## src/rtl/stall_ctrl_pkg.sv

```systemverilog
package stall_ctrl_pkg;

    localparam int REG_W    = 5;
    localparam int NSRC     = 2;
    localparam int STG_EX   = 0;
    localparam int STG_MEM  = 1;

    typedef logic [REG_W-1:0] reg_id_t;

    // Hazard-relevant fields of one in-flight instruction
    typedef struct packed {
        logic    valid;
        reg_id_t rd;
        logic    we;
        logic    mem;
    } slot_t;

    typedef struct packed {
        logic pc_hold;
        logic ifid_hold;
        logic idex_bubble;
        logic if_flush;
    } ctl_t;

    // True when the slot will write register r (register 0 is never written)
    function automatic logic slot_writes(slot_t s, reg_id_t r);
        return s.valid && s.we && (s.rd != '0) && (s.rd == r);
    endfunction

endpackage

```

## src/rtl/stall_track.sv

```systemverilog
module stall_track
    import stall_ctrl_pkg::*;
#(
    parameter int NTRACK = 2
) (
    input  logic  clk,
    input  logic  rst,
    input  slot_t id_slot,
    input  logic  id_is_branch,
    input  logic  bubble,
    output slot_t stg [NTRACK],
    output logic  ex_branch
);

    slot_t q [NTRACK];
    logic  br_q;

    always_ff @(posedge clk) begin
        if (rst) begin
            q[0] <= '0;
            br_q <= 1'b0;
        end else begin
            q[0] <= bubble ? '0 : id_slot;
            br_q <= bubble ? 1'b0 : (id_slot.valid && id_is_branch);
        end
    end

    for (genvar i = 1; i < NTRACK; i++) begin : g_shift
        always_ff @(posedge clk) begin
            if (rst) q[i] <= '0;
            else     q[i] <= q[i-1];
        end
    end

    assign stg       = q;
    assign ex_branch = br_q;

endmodule

```

## src/rtl/stall_raw.sv

```systemverilog
module stall_raw
    import stall_ctrl_pkg::*;
#(
    parameter int NTRACK = 2
) (
    input  logic    id_valid,
    input  reg_id_t src      [NSRC],
    input  logic    src_used [NSRC],
    input  slot_t   stg      [NTRACK],
    output logic    raw
);

    logic [NSRC*NTRACK-1:0] hit;

    for (genvar s = 0; s < NSRC; s++) begin : g_src
        for (genvar k = 0; k < NTRACK; k++) begin : g_stg
            assign hit[s*NTRACK+k] = src_used[s] && slot_writes(stg[k], src[s]);
        end
    end

    assign raw = id_valid && (|hit);

endmodule

```

## src/rtl/stall_combine.sv

```systemverilog
module stall_combine
    import stall_ctrl_pkg::*;
(
    input  logic raw,
    input  logic id_valid,
    input  logic id_branch,
    input  logic mem_busy,
    input  logic br_taken,
    output ctl_t ctl
);

    logic raw_eff;
    logic br_go;

    always_comb begin
        // a taken branch squashes decode anyway, so its hazards are moot
        raw_eff = raw && !br_taken;
        br_go   = id_valid && id_branch && !raw;

        ctl.ifid_hold   = raw_eff;
        ctl.idex_bubble = raw_eff;
        ctl.pc_hold     = raw_eff || br_go || (mem_busy && !br_taken);
        ctl.if_flush    = br_taken || (!raw_eff && (br_go || mem_busy));
    end

endmodule

```

## src/rtl/stall_ctrl.sv

```systemverilog
module stall_ctrl
    import stall_ctrl_pkg::*;
#(
    parameter bit SPLIT_RF = 1'b1
) (
    input  logic             clk,
    input  logic             rst,
    input  logic             id_valid,
    input  logic [REG_W-1:0] id_rs1,
    input  logic             id_rs1_used,
    input  logic [REG_W-1:0] id_rs2,
    input  logic             id_rs2_used,
    input  logic [REG_W-1:0] id_rd,
    input  logic             id_we,
    input  logic             id_mem,
    input  logic             id_branch,
    input  logic             ex_taken,
    output logic             pc_hold,
    output logic             ifid_hold,
    output logic             idex_bubble,
    output logic             if_flush
);

    // With a split-cycle register file the writeback stage never blocks
    localparam int NTRACK = SPLIT_RF ? 2 : 3;

    slot_t   id_slot;
    slot_t   stg [NTRACK];
    logic    ex_branch;
    reg_id_t src      [NSRC];
    logic    src_used [NSRC];
    logic    raw;
    logic    mem_busy;
    logic    br_taken;
    ctl_t    ctl;

    assign id_slot     = '{valid: id_valid, rd: id_rd, we: id_we, mem: id_mem};
    assign src[0]      = id_rs1;
    assign src[1]      = id_rs2;
    assign src_used[0] = id_rs1_used;
    assign src_used[1] = id_rs2_used;

    stall_track #(.NTRACK(NTRACK)) u_track (
        .clk          (clk),
        .rst          (rst),
        .id_slot      (id_slot),
        .id_is_branch (id_branch),
        .bubble       (ctl.idex_bubble),
        .stg          (stg),
        .ex_branch    (ex_branch)
    );

    stall_raw #(.NTRACK(NTRACK)) u_raw (
        .id_valid (id_valid),
        .src      (src),
        .src_used (src_used),
        .stg      (stg),
        .raw      (raw)
    );

    assign mem_busy = stg[STG_MEM].valid && stg[STG_MEM].mem;
    assign br_taken = stg[STG_EX].valid && ex_branch && ex_taken;

    stall_combine u_comb (
        .raw       (raw),
        .id_valid  (id_valid),
        .id_branch (id_branch),
        .mem_busy  (mem_busy),
        .br_taken  (br_taken),
        .ctl       (ctl)
    );

    assign pc_hold     = ctl.pc_hold;
    assign ifid_hold   = ctl.ifid_hold;
    assign idex_bubble = ctl.idex_bubble;
    assign if_flush    = ctl.if_flush;

endmodule

```

## config.mk

```make
export PLATFORM = sky130hd
export DESIGN_NAME = stall_ctrl
export DESIGN_NICKNAME = d
export VERILOG_FILES = /design/src/rtl/stall_ctrl_pkg.sv /design/src/rtl/stall_track.sv /design/src/rtl/stall_raw.sv /design/src/rtl/stall_combine.sv /design/src/rtl/stall_ctrl.sv
export SDC_FILE = /design/constraint.sdc
export NUM_CORES = 1
export LEC_CHECK = 0
export BUFFER_PORTS_ARGS = -buffer_cell sky130_fd_sc_hd__buf_4
export CORE_ASPECT_RATIO = 0.8
export CORE_MARGIN = 3
export CORE_UTILIZATION = 44
export CTS_CLUSTER_DIAMETER = 100
export DETAILED_ROUTE_END_ITERATION = 8
export PLACE_DENSITY = 0.76
export SLEW_MARGIN = 10
export SYNTH_ARGS = -nofsm -noshare
export SYNTH_HDL_FRONTEND = slang
export SYNTH_HIERARCHICAL = 1
export SYNTH_SLANG_ARGS = --single-unit
```

## constraint.sdc

```tcl
create_clock -name clk -period 1.9 [get_ports clk]
set_input_delay 0.095 -clock clk [delete_from_list [all_inputs] [get_ports clk]]
set_output_delay 0.095 -clock clk [all_outputs]
set_load 0.01 [all_outputs]
```

# Yosys cells after proc, flatten, opt, wreduce, memory -nomap -nowiden

Cells that the tools add are included.
Widths: inputs -> output; s select.

Logic and storage cells: 45
Input port bits: 24
Bits in read-only memories: 0
Memories kept: 0
Memory bits (writable): 0
Flip-flop bits (word level): 17
Latch bits: 0

$mul: 0
Divide/modulo/power cells: 0
Reduce and logical (&&, ||, !) cells: 32
Add/subtract/negate cells: 0
Shifts and indexed selects: 0
Mux-type cells: 0
Eq/ne operators: 4
Magnitude comparators: 0
Bitwise gates (word level): 0

Operator list:

| operator          | number |
|---|---|
| $logic_and 1x1->1 | 21 |
| $eq 5x5->1        | 4 |
| $reduce_bool 5->1 | 2 |
| $logic_or 1x1->1  | 4 |
| $reduce_or 4->1   | 1 |
| $logic_not 1->1   | 3 |
| $reduce_or 2->1   | 1 |

# Depth between registers and ports, before layout

Gate-level depths: netlist of run 1.

Depth in word-level cells: 11
Gate-level depth with buffers: 8
Gate-level depth less buffers: 6

# Hierarchy

The synthesis of run 1 kept the hierarchy.

Modules (own cells, without submodules):

| module        | times used | cells each | area each (um2) |
|---|---|---|---|
| stall_track   | 1          | 36         | 535.5 |
| stall_raw     | 1          | 35         | 274.0 |
| stall_combine | 1          | 8          | 50.0 |
| stall_ctrl    | 1          | 2          | 12.5 |

# Worst setup path after synthesis of run 1

Ideal clock, no wire load.

Kind: register -> register
From: register u_track.q (netlist bit u_track/stg[12])
To: register u_track.br_q, in the netlist u_track/ex_branch
Cell stages (with the launch flop): 8
Slack: -60 ps
Path buffers: 2
Clock period less this slack: 1,960 ps
Arrival time: 1,870 ps
Cells stage by stage: dfxtp_1 -> or3_1 -> o311a_1 -> a22o_1 -> nor2b_2 -> buf_4 -> buf_6 -> nor4bb_2

Cells in the longest elaborated chain, start to end: 8

RTL lines:

| item                           | line                 | source |
|---|---|---|
| start, declared                | stall_track.sv:15    | `slot_t q [NTRACK];` |
| $reduce_bool 5->1              | stall_ctrl_pkg.sv:27 | `return s.valid && s.we && (s.rd != '0) && (s.rd == r);` |
| $logic_and 1x1->1 (2 in a row) | stall_ctrl_pkg.sv:27 |  |
| $logic_and 1x1->1              | stall_raw.sv:17      | `assign hit[s*NTRACK+k] = src_used[s] && slot_writes(stg[k], src[s]);` |
| $reduce_or 4->1 (*)            | stall_raw.sv:21      | `assign raw = id_valid && (\|hit);` |
| $logic_and 1x1->1 (*)          | stall_raw.sv:21      |  |
| net raw                        | stall_ctrl.sv:32     | `logic raw;` |
| $logic_and 1x1->1 (*)          | stall_combine.sv:17  | `raw_eff = raw && !br_taken;` |
| net u_comb.raw_eff             | stall_combine.sv:12  | `logic raw_eff;` |
| $reduce_or 2->1 (no line) (*)  | n/a                  |  |
| end signal, assigned           | stall_track.sv:24    | `br_q <= bubble ? 1'b0 : (id_slot.valid && id_is_branch);` |
| end, declared                  | stall_track.sv:16    | `logic br_q;` |

Mark *: on every way through the listed nets, which the timed path passes. The rest lies on a longest branch.
A chain may end at the register's enable or synchronous reset.

# Final worst setup path of run 1

From: register u_track.q (netlist bit u_track/stg[12])
To: output pc_hold

Cells in the longest elaborated chain, start to end: 10

RTL lines:

| item                              | line                 | source |
|---|---|---|
| $reduce_bool 5->1                 | stall_ctrl_pkg.sv:27 |  |
| $logic_and 1x1->1 (2 in a row)    | stall_ctrl_pkg.sv:27 |  |
| $logic_and 1x1->1                 | stall_raw.sv:17      |  |
| $reduce_or 4->1 (*)               | stall_raw.sv:21      |  |
| $logic_and 1x1->1 (*)             | stall_raw.sv:21      |  |
| net raw                           | stall_ctrl.sv:32     |  |
| $logic_not 1->1                   | stall_combine.sv:18  | `br_go = id_valid && id_branch && !raw;` |
| $logic_and 1x1->1                 | stall_combine.sv:18  |  |
| $logic_or 1x1->1 (*) (2 in a row) | stall_combine.sv:22  | `ctl.pc_hold = raw_eff \|\| br_go \|\| (mem_busy && !br_taken);` |
| end, declared                     | stall_ctrl.sv:18     | `output logic pc_hold,` |

Marked as above.

==> results.py, run 1 <==
metrics = {
    "sta": {
        "final-hold-violation-count": 0,
        "timing.final.setup_violations": 4,
        "max_freq_ghz": 0.501,
        "slew_headroom_pct": 86.9,
        "setup_repair_after_global_routing_missed_its_margin": "yes",
        "fin_crit_ns": 1.99,
        "finalCritPeriodShare_pct": 105,
        "worstMarginPinSlew_ns": 0.194,
        "largest_clock_skew_in_the_final_design_ns": 0.0103,
        "whs_ns": 0.0348,
        "finalSetupTns_ns": -0.200,
        "finalWorstSetupSlack_ns": -0.0944,
        "slew_viol_final": 0,
    },
    "routing": {
        "ant_nets": 0,
        "vias": 694,
        "detailed_routing_iterations_pass_1": 4,
        "number_of_violations_reported_at_the_end_of_detailed_routing_iteration_0": 17,
        "vias_per_cell": 5.18,
        "detail_route.wirelength_mm": 1.86,
        "remaining_drc_errors": 0,
        "wl_per_cell_microns": 13.9,
    },
    "floorplanning": {
        "boundaryPins": 28,
        "number_of_placement_rows": 13,
        "initial_utilization_pct": 50.1,
        "die_span_in_x_microns": 55.8,
        "floorplan.die_area_sq_mm": 0.00256,
        "dieHeight_microns": 45.8,
        "core-area_sq_mm": 0.00174,
    },
    "setup_path": {
        "arrival_time_of_the_worst_setup_path_ns": 1.90,
        "r2r-start": "u_track/stg[12]",
        "r2r_setup_slack_ns": 0,
        "crit_path_start": "u_track/stg[12]",
        "critical_path_required_ns": 1.80,
        "r2r.worst_path.cells": 6,
        "crit_fanout": 3,
        "endpoint_kind": "output pin",
        "worstSetupStartpointType": "flop",
        "crit_end": "pc_hold",
        "regToRegEndpoint": "u_track/ex_branch",
        "setup.worst_path.class": "reg -> out",
    },
    "clock_tree": {
        "clock_latency_of_the_later_clocked_register_in_the_worst_skew_pair_ns": 0.29,
        "cts.clk_slew.worst_paths_ns": 0.10,
        "clkSinkCount": 17,
        "cts.path.max_buffers": 2,
        "clock-root-buffer": "clkbuf_4",
        "clock_tree_from_tritoncts": "yes",
        "cts_made_buffers": 3,
        "cts_max_level": 1,
    },
    "final_layout": {
        "layout.nets": 137,
        "multiInputGateArea_sq_um": 499,
        "ff_latch_area_sq_um": 344,
        "diodes": 0,
        "drive_gt1_share_pct": 43.8,
        "fillerInstances": 147,
        "filler_free_cell_count_of_the_finished_design": 134,
        "areaGrowthSynthToFinish_pct": 29.7,
        "final_cell_area_sq_mm": 0.00113,
    },
    "pwr": {
        "power_density_mw_per_mm2": 626,
        "p_leak_nw": 0.471,
        "irDropWorstVdd_uv": 427,
    },
    "synth": {
        "postSynthNetCount": 105,
        "synth.yosys.seq_area_share_pct": 39.0,
        "postSynthAreaPerCell_sq_um": 10.8,
        "ys_top_cells_by_area": "dfxtp_1 (39%), xnor2_1 (20%), nor3b_2 (11%)",
        "synthDominantAreaCellType": "dfxtp_1",
        "synthesis.yosys.warnings": 6,
        "synthesis.instances": 81,
        "synthesis.area_sq_um": 872,
        "yosys.cell_types.count": 20,
        "synth_largest_type_area_fraction_pct": 39.0,
        "ys_seq_elements": 17,
    },
    "placement": {
        "placedCellCount": 126,
        "io_buffer_count": 27,
        "gp_routability_congestion": 0.838,
        "detailed_placement_hpwl_mm": 1.42,
        "placed_area_sq_mm": 0.00107,
    },
    "min_path": {
        "hp-class": "in -> reg",
        "worstHoldPathCells": 2,
    },
    "global_routing": {
        "grt_pass1_vias": 708,
        "grt_total_ovfl": 0,
        "overall_routing_resource_usage_pct": 16.0,
        "maximum_number_of_pins_on_one_net_before_global_route_repair": 18,
        "grt_antenna_before_repair": 0,
        "grt_first_pass_wirelength_mm": 3.08,
    },
    "outcome": {
        "status": "finished, violations left",
        "failed_checks": "setup timing",
    },
    "job": {
        "max_cap_viols": 0,
    },
}
==> stage by stage <==
stage | util, % | total power (W) | setup slack, ns
2_1_floorplan | - | 0.000462 | 0.0214
3_3_place_gp | 61.5 | 0.000520 | 0.151
3_5_place_dp | 61.5 | 0.000523 | 0.122
4_1_cts | 65.0 | 0.000719 | -0.0943
5_1_grt | 65.0 | 0.000747 | -0.176
6_report | 65.0 | 0.000708 | -0.0944
==> layer usage <==
layer | vias to the layer above | wire length, microns | global-route usage, %
met3 | 6 | 151 | 5.38
met5 | - | 0 | 0
li1 | 347 | - | -
met1 | 315 | 838 | 18.2
met2 | 26 | 840 | 26.4
met4 | 0 | 34 | 10.7
==> cells in the mapped netlist <==
cell type,number
xnor2_1,20
dfxtp_1,17
nor3b_2,8
and2b_1,5
nand3_1,4
nand4_1,4
nor2b_1,3
o22ai_1,3
buf_4,2
buf_6,2
nor2_1,2
o311a_1,2
or3_1,2
a21oi_2,1
a22o_1,1
and2_1,1
and3_1,1
nand2_1,1
nor2b_2,1
nor4bb_2,1
==> layout make-up <==
| type | count | share of cell area (%) |
|---|---|---|
| Multi-Input combinational cell | 60 | 44.1 |
| Clock inverter | 1 | 0.442 |
| Sequential cell | 17 | 30.4 |
| Tap cell | 22 | 2.43 |
| Timing Repair Buffer | 31 | 20.6 |
| Clock buffer | 3 | 1.99 |
==> flip-flops by register name, summed over array words and instances (netlist names) <==
name and count:
u_track/stg 16, u_track/ex_branch 1
==> kinds of logic (layout without fill, tap and decap cells) <==
group,after synthesis,count (layout),synth area share [%]
simple gates,33,33,30.1
xor+xnor,20,20,20.1
flops,17,17,39.0
compound gates,7,7,6.46
buf+inv,4,35,4.30
==> placed cells by master (no fill, tap or decap), types with 2 or more instances in the layout <==
master     n
and2b_1    5
buf_4     31
clkbuf_4   3
dfxtp_1   14
dfxtp_2    3
nand3_1    4
nand4_1    4
nor2_1     2
nor2b_1    3
nor3b_2    8
o22ai_1    3
o311a_1    2
or3_1      2
xnor2_1   20
==> timing repair <==
action                     4_1_cts  5_1_grt
hold buffers                     0        0
gates resized for setup          2        0
pin swaps                        1        1
buffers inserted                 4        0
setup endpoints to repair        4        5
==> critical path: stages (launching register included) <==
cell and delay, ns:
dfxtp_2 0.32, or3_1 0.37, o311a_1 0.30, a22o_1 0.25, nor2_1 0.13, o22ai_1 0.10, buf_4 0.15
==> power breakdown <==
group,total (W),internal [W],switching [W]
Combinational,0.000135,0.0000845,0.0000507
Sequential,0.000386,0.000374,0.0000125
Clock,0.000187,0.0000783,0.000108
Total,0.000708,0.000536,0.000172
==> worst min-delay path by stage <==
stage	from	to	slack (ns)
floorplan	rst	u_track/ex_branch	0.16
global placement	id_rd[0]	u_track/stg[10]	0.34
detailed placement	id_mem	u_track/stg[8]	0.34
CTS	id_mem	u_track/stg[8]	0.02
global route	id_rd[4]	u_track/stg[14]	0.04
finish	id_mem	u_track/stg[8]	0.03
Note: power is estimated with default switching activity, not from simulation.
==> run 2: changes to the inputs <==
--- a/config.mk
+++ b/config.mk
@@ -6,12 +6,15 @@
 export NUM_CORES = 1
 export LEC_CHECK = 0
 export BUFFER_PORTS_ARGS = -buffer_cell sky130_fd_sc_hd__buf_4
+export CELL_PAD_IN_SITES_DETAIL_PLACEMENT = 1
+export CELL_PAD_IN_SITES_GLOBAL_PLACEMENT = 1
 export CORE_ASPECT_RATIO = 0.8
 export CORE_MARGIN = 3
-export CORE_UTILIZATION = 44
+export CORE_UTILIZATION = 35
+export CTS_BUF_LIST = sky130_fd_sc_hd__clkbuf_4 sky130_fd_sc_hd__clkbuf_8
 export CTS_CLUSTER_DIAMETER = 100
 export DETAILED_ROUTE_END_ITERATION = 8
-export PLACE_DENSITY = 0.76
+export PLACE_DENSITY = 0.79
 export SLEW_MARGIN = 10
 export SYNTH_ARGS = -nofsm -noshare
 export SYNTH_HDL_FRONTEND = slang
==> run 2 against run 1 <==
  * The run still ends with setup timing left
  * Register-to-register slack lost 0.12 ns
  * Critical path depth is the same
  * Sequential share of layout area shrank 0.78 points
  * Die area grew 22%
  * Flip-flop and latch count is the same
  * Critical path type unchanged
  * Largest cell class unchanged
  * Largest power group unchanged
==> results.py, run 2 (synthesis gave the netlist of run 1 again) <==
metrics = {
    "floorplanning": {
        "floorplan.die_area_sq_mm": 0.00313,
        "boundaryPins": 28,
        "die_span_in_x_microns": 61.8,
        "number_of_placement_rows": 15,
        "initial_utilization_pct": 38.7,
        "core-area_sq_mm": 0.00225,
        "dieHeight_microns": 50.6,
    },
    "routing": {
        "vias": 697,
        "detail_route.wirelength_mm": 2.15,
        "detailed_routing_iterations_pass_1": 3,
        "wl_per_cell_microns": 15.7,
        "vias_per_cell": 5.09,
        "ant_nets": 0,
        "number_of_violations_reported_at_the_end_of_detailed_routing_iteration_0": 25,
        "remaining_drc_errors": 0,
    },
    "clock_tree": {
        "clkSinkCount": 17,
        "cts.path.max_buffers": 2,
        "cts_max_level": 1,
        "clock_tree_from_tritoncts": "yes",
        "clock_latency_of_the_later_clocked_register_in_the_worst_skew_pair_ns": 0.29,
        "cts.clk_slew.worst_paths_ns": 0.10,
        "clock-root-buffer": "clkbuf_4",
        "cts_made_buffers": 3,
    },
    "placement": {
        "detailed_placement_hpwl_mm": 1.68,
        "placedCellCount": 129,
        "gp_routability_congestion": 0.784,
        "io_buffer_count": 27,
        "placed_area_sq_mm": 0.00107,
        "dpl_worst_slack_ns": 0.0856,
    },
    "sta": {
        "slew_headroom_pct": 84.8,
        "finalWorstSetupSlack_ns": -0.143,
        "max_freq_ghz": 0.489,
        "fin_crit_ns": 2.04,
        "whs_ns": 0.0314,
        "finalCritPeriodShare_pct": 108,
        "worstMarginPinSlew_ns": 0.229,
        "final-hold-violation-count": 0,
        "largest_clock_skew_in_the_final_design_ns": 0.0142,
        "finalSetupTns_ns": -0.601,
        "slew_viol_final": 0,
        "setup_repair_after_global_routing_missed_its_margin": "yes",
        "timing.final.setup_violations": 12,
    },
    "setup_path": {
        "worstSetupStartpointType": "flop",
        "arrival_time_of_the_worst_setup_path_ns": 1.95,
        "critical_path_required_ns": 1.80,
        "cp.buffers_inverters": 1,
        "setup.worst_path.class": "reg -> out",
        "worst_path_dominant_cell_family": "compound AO/OA/AOI/OAI gates",
        "cp_slowest_cell": "or3_1",
        "cp_cell_sequence": "or3_1 -> o311a_1 -> a22o_1 -> nor2b_4 -> a21oi_2 -> buf_4",
        "crit_fanout": 4,
        "critical-path-max-stage-delay_ns": 0.38,
        "endpoint_kind": "output pin",
    },
    "pwr": {
        "irDropWorstVdd_uv": 427,
        "power_switching_share_pct": 24.2,
        "power_density_mw_per_mm2": 623,
        "power.switching_w": 0.000177,
        "share_clk_of_total_power_pct": 28.1,
        "internal-power_w": 0.000555,
        "power.sequential.fraction_pct": 53.0,
        "pwr-share-comb_pct": 18.9,
        "p_leak_nw": 0.482,
    },
    "final_layout": {
        "multiInputGateArea_sq_um": 519,
        "filler_free_cell_count_of_the_finished_design": 137,
        "areaGrowthSynthToFinish_pct": 34.6,
        "layout.cells.most_common_list": "buf_4 (30), xnor2_1 (19), dfxtp_1 (13)",
        "largest_register_ffs": 16,
        "drive_gt1_share_pct": 46.4,
        "diodes": 0,
        "layout.nets": 137,
        "mostFrequentLayoutCell": "buf_4",
        "final_cell_area_sq_mm": 0.00117,
        "ff_latch_area_sq_um": 348,
        "fillerInstances": 257,
    },
    "min_path": {
        "hp-class": "in -> reg",
    },
    "global_routing": {
        "grt_first_pass_wirelength_mm": 3.39,
        "overall_routing_resource_usage_pct": 15.0,
        "grt_total_ovfl": 0,
        "grt_pass1_vias": 746,
        "grt_antenna_before_repair": 0,
        "maximum_number_of_pins_on_one_net_before_global_route_repair": 18,
    },
    "outcome": {
        "failed_checks": "setup timing",
        "status": "finished, violations left",
    },
    "job": {
        "max_cap_viols": 0,
    },
}
run 2: cell types whose count changed in the layout (fill, tap and decap cells not counted):
cell      before  now
buf_12         0    1
buf_4         31   30
clkbuf_4       3    4
clkinv_2       1    0
dfxtp_1       14   13
dfxtp_4        0    1
nor3b_2        8    7
nor3b_4        0    1
o22ai_1        3    2
o22ai_2        0    1
xnor2_1       20   19
xnor2_2        0    1
run 2: timing repair:
action                     CTS  global route
hold buffers                 0             0
buffers inserted             3             1
setup endpoints to repair    4             8
resized for setup            3             7
pin swaps                    0             2
run 2: power groups by stage:
stage	logic, W	registers [W]	clock network (W)
6_report	0.000138	0.000388	0.000206
3_3_place_gp	0.000126	0.000396	0
3_5_place_dp	0.000130	0.000398	0
2_1_floorplan	0.0000702	0.000392	0
4_1_cts	0.000135	0.000387	0.000220
5_1_grt	0.000150	0.000390	0.000229
run 2: worst paths after layout:
| path | start | end | slack (ns) | cells past startpoint |
|---|---|---|---|---|
| max reg2reg | u_track/stg[12] | u_track/ex_branch | -0.12 | 7 |
| min | id_rd[2] | u_track/stg[12] | 0.03 | 2 |
| min reg2reg | u_track/stg[8] | u_track/stg[0] | 0.45 | 1 |
| max | u_track/stg[12] | if_flush | -0.14 | 6 |
run 2: layout make-up:
class	instances	share of cell area [%]
multi-input cells	60	44.2
flip-flops and latches	17	29.6
repair buffers	31	20.9
well taps	25	2.67
clock buffers	4	2.56
run 2: per-layer routing:
| metal | wire length, microns | track usage [%] | vias to the layer above |
|---|---|---|---|
| met5 | 0 | 0 | - |
| met4 | 21 | 3.18 | 0 |
| met3 | 149 | 4.63 | 2 |
| met2 | 1040 | 24.9 | 26 |
| met1 | 948 | 18.9 | 328 |
| li1 | - | - | 341 |
run 2: stage by stage:
| stage | total power [W] | utilization, % |
|---|---|---|
| after floorplan | 0.000462 | - |
| after global placement | 0.000522 | 47.7 |
| after detailed placement | 0.000528 | 47.7 |
| after CTS | 0.000743 | 50.3 |
| after global routing | 0.000769 | 52.1 |
| final | 0.000732 | 52.1 |
run 2: worst register-to-register path: cells and delay by family, from the launching register on:
kind                   cells  cell delay, ns
AND/OR/NAND/NOR            3            0.77
AO/OA/AOI/OAI              2            0.55
flip-flops                 1            0.35
buffers and inverters      2            0.28
==> run 3: changes to the inputs <==
--- a/config.mk
+++ b/config.mk
@@ -20,3 +20,4 @@
 export SYNTH_HDL_FRONTEND = slang
 export SYNTH_HIERARCHICAL = 1
 export SYNTH_SLANG_ARGS = --single-unit
+export TNS_END_PERCENT = 50
==> run 3 against run 2 <==
  * The run still ends with setup timing left
  * Non-clock buffer count shrank 1
  * Clock-buffer cell count is the same
  * Register-to-register slack gained 0.08 ns
  * Critical endpoint unchanged
  * Highest routed layer unchanged
==> results.py, run 3 (synthesis gave the netlist of run 1 again) <==
metrics = {
    "outcome": {
        "status": "finished, violations left",
        "failed_checks": "setup timing",
    },
    "clock_tree": {
        "cts.clk_slew.worst_paths_ns": 0.10,
        "clock_latency_of_the_later_clocked_register_in_the_worst_skew_pair_ns": 0.29,
        "clock_tree_from_tritoncts": "yes",
        "cts_made_buffers": 3,
        "ctsHoldBuffers": 0,
        "clock-root-buffer": "clkbuf_4",
        "clkSinkCount": 17,
        "cts.path.max_buffers": 2,
        "cts_max_level": 1,
    },
    "routing": {
        "number_of_violations_reported_at_the_end_of_detailed_routing_iteration_0": 24,
        "detail_route.wirelength_mm": 2.11,
        "vias": 696,
        "detailed_routing_iterations_pass_1": 3,
        "wl_per_cell_microns": 15.5,
        "remaining_drc_errors": 0,
        "ant_nets": 0,
        "vias_per_cell": 5.12,
    },
    "setup_path": {
        "r2r-start": "u_track/stg[3]",
        "cp_slowest_cell": "or3_1",
        "arrival_time_of_the_worst_setup_path_ns": 1.95,
        "r2r_setup_slack_ns": -0.04,
        "r2r.worst_path.cells": 6,
        "regToRegEndpoint": "u_track/ex_branch",
        "crit_end": "if_flush",
        "endpoint_kind": "output pin",
        "critical-path-max-stage-delay_ns": 0.37,
        "crit_path_start": "u_track/stg[3]",
        "critical_path_required_ns": 1.80,
        "cp_cell_sequence": "or3_1 -> o311a_1 -> a22o_1 -> nor2b_4 -> a21oi_2 -> buf_4",
        "crit_fanout": 4,
        "worstSetupStartpointType": "flop",
        "setup.worst_path.class": "reg -> out",
    },
    "floorplanning": {
        "boundaryPins": 28,
        "die_span_in_x_microns": 61.8,
        "number_of_placement_rows": 15,
        "floorplan.die_area_sq_mm": 0.00313,
        "core-area_sq_mm": 0.00225,
        "dieHeight_microns": 50.6,
        "initial_utilization_pct": 38.7,
    },
    "pwr": {
        "p_leak_nw": 0.473,
        "power_density_mw_per_mm2": 637,
        "irDropWorstVdd_uv": 415,
        "report.power.total_w": 0.000731,
    },
    "placement": {
        "gp_routability_congestion": 0.784,
        "placedCellCount": 129,
        "io_buffer_count": 27,
        "detailed_placement_hpwl_mm": 1.68,
    },
    "job": {
        "max_cap_viols": 0,
    },
    "sta": {
        "fin_crit_ns": 2.04,
        "slew_viol_final": 0,
        "max_freq_ghz": 0.490,
        "finalWorstSetupSlack_ns": -0.142,
        "largest_clock_skew_in_the_final_design_ns": 0.0119,
        "setup_repair_after_global_routing_missed_its_margin": "yes",
        "worstMarginPinSlew_ns": 0.197,
        "slew_headroom_pct": 86.7,
        "final-hold-violation-count": 0,
        "finalCritPeriodShare_pct": 107,
        "timing.final.setup_violations": 5,
    },
    "final_layout": {
        "areaGrowthSynthToFinish_pct": 31.6,
        "layout.core_utilization_pct": 50.9,
        "diodes": 0,
        "largest_register_ffs": 16,
        "filler_free_cell_count_of_the_finished_design": 136,
        "drive_gt1_share_pct": 45.9,
        "layout.nets": 136,
        "layout.cells.most_common_list": "buf_4 (30), xnor2_1 (19), dfxtp_1 (13)",
        "mostFrequentLayoutCell": "buf_4",
    },
    "global_routing": {
        "maximum_number_of_pins_on_one_net_before_global_route_repair": 18,
        "grt_first_pass_wirelength_mm": 3.39,
        "grt_pass1_vias": 746,
        "grt_antenna_before_repair": 0,
        "grt_total_ovfl": 0,
        "overall_routing_resource_usage_pct": 15.0,
    },
    "min_path": {
        "hp-class": "in -> reg",
    },
}
run 3: area by class of cell:
cell class / count / area, sq um
Timing Repair Buffer: 30 / 225
Clock buffer: 4 / 30.0
Fill cell: 257 / 1100
Tap cell: 25 / 31.3
Sequential cell: 17 / 348
Multi-Input combinational cell: 60 / 513
run 3: what timing repair did:
action	CTS	global route
setup buffers	3	0
setup endpoints to repair	4	8
gates resized for setup	3	3
gates cloned	0	0
pin swaps	0	2
run 3: worst max-delay path: cells and delay by family (launching register included):
family	cells	cell delay, ns
AO/OA/AOI/OAI	3	0.66
buffers and inverters	1	0.13
flip-flops	1	0.35
AND/OR/NAND/NOR	2	0.52
run 3: routing by layer:
metal	GRT usage, %	share of wire (%)	vias to the layer above	wire [microns]
li1	-	-	339	-
met1	18.9	45	332	949
met2	24.9	47	23	998
met3	4.63	7.0	2	148
met4	3.18	0.47	0	10
met5	0	0	-	0
run 3: worst min path at each step:
stage / to / depth (start not counted) / from
floorplan: u_track/ex_branch / 1 / rst
global placement: u_track/stg[8] / 2 / id_mem
detailed placement: u_track/stg[12] / 2 / id_rd[2]
CTS: u_track/stg[12] / 2 / id_rd[2]
global route: u_track/stg[12] / 2 / id_rd[2]
finish: u_track/stg[12] / 2 / id_rd[2]
run 3: power by group:
group / switching, W / internal [W] / leakage, nW
Clock: 0.000110 / 0.0000959 / 0.0184
Sequential: 0.0000146 / 0.000373 / 0.142
Combinational: 0.0000519 / 0.0000849 / 0.312
Total: 0.000177 / 0.000554 / 0.473
run 3: metrics by stage:
| step | hold WS [ns] | setup slack (ns) | TNS [ns] | instance area, sq um |
|---|---|---|---|---|
| after floorplan | 0.165 | 0.0214 | 0 | 886 |
| after CTS | 0.0227 | -0.148 | -0.424 | 1130 |
| final | 0.0320 | -0.142 | -0.365 | 1150 |
| after detailed placement | 0.344 | 0.0856 | 0 | 1070 |
| after global placement | 0.338 | 0.126 | 0 | 1070 |
| after global routing | 0.0252 | -0.214 | -0.742 | 1150 |
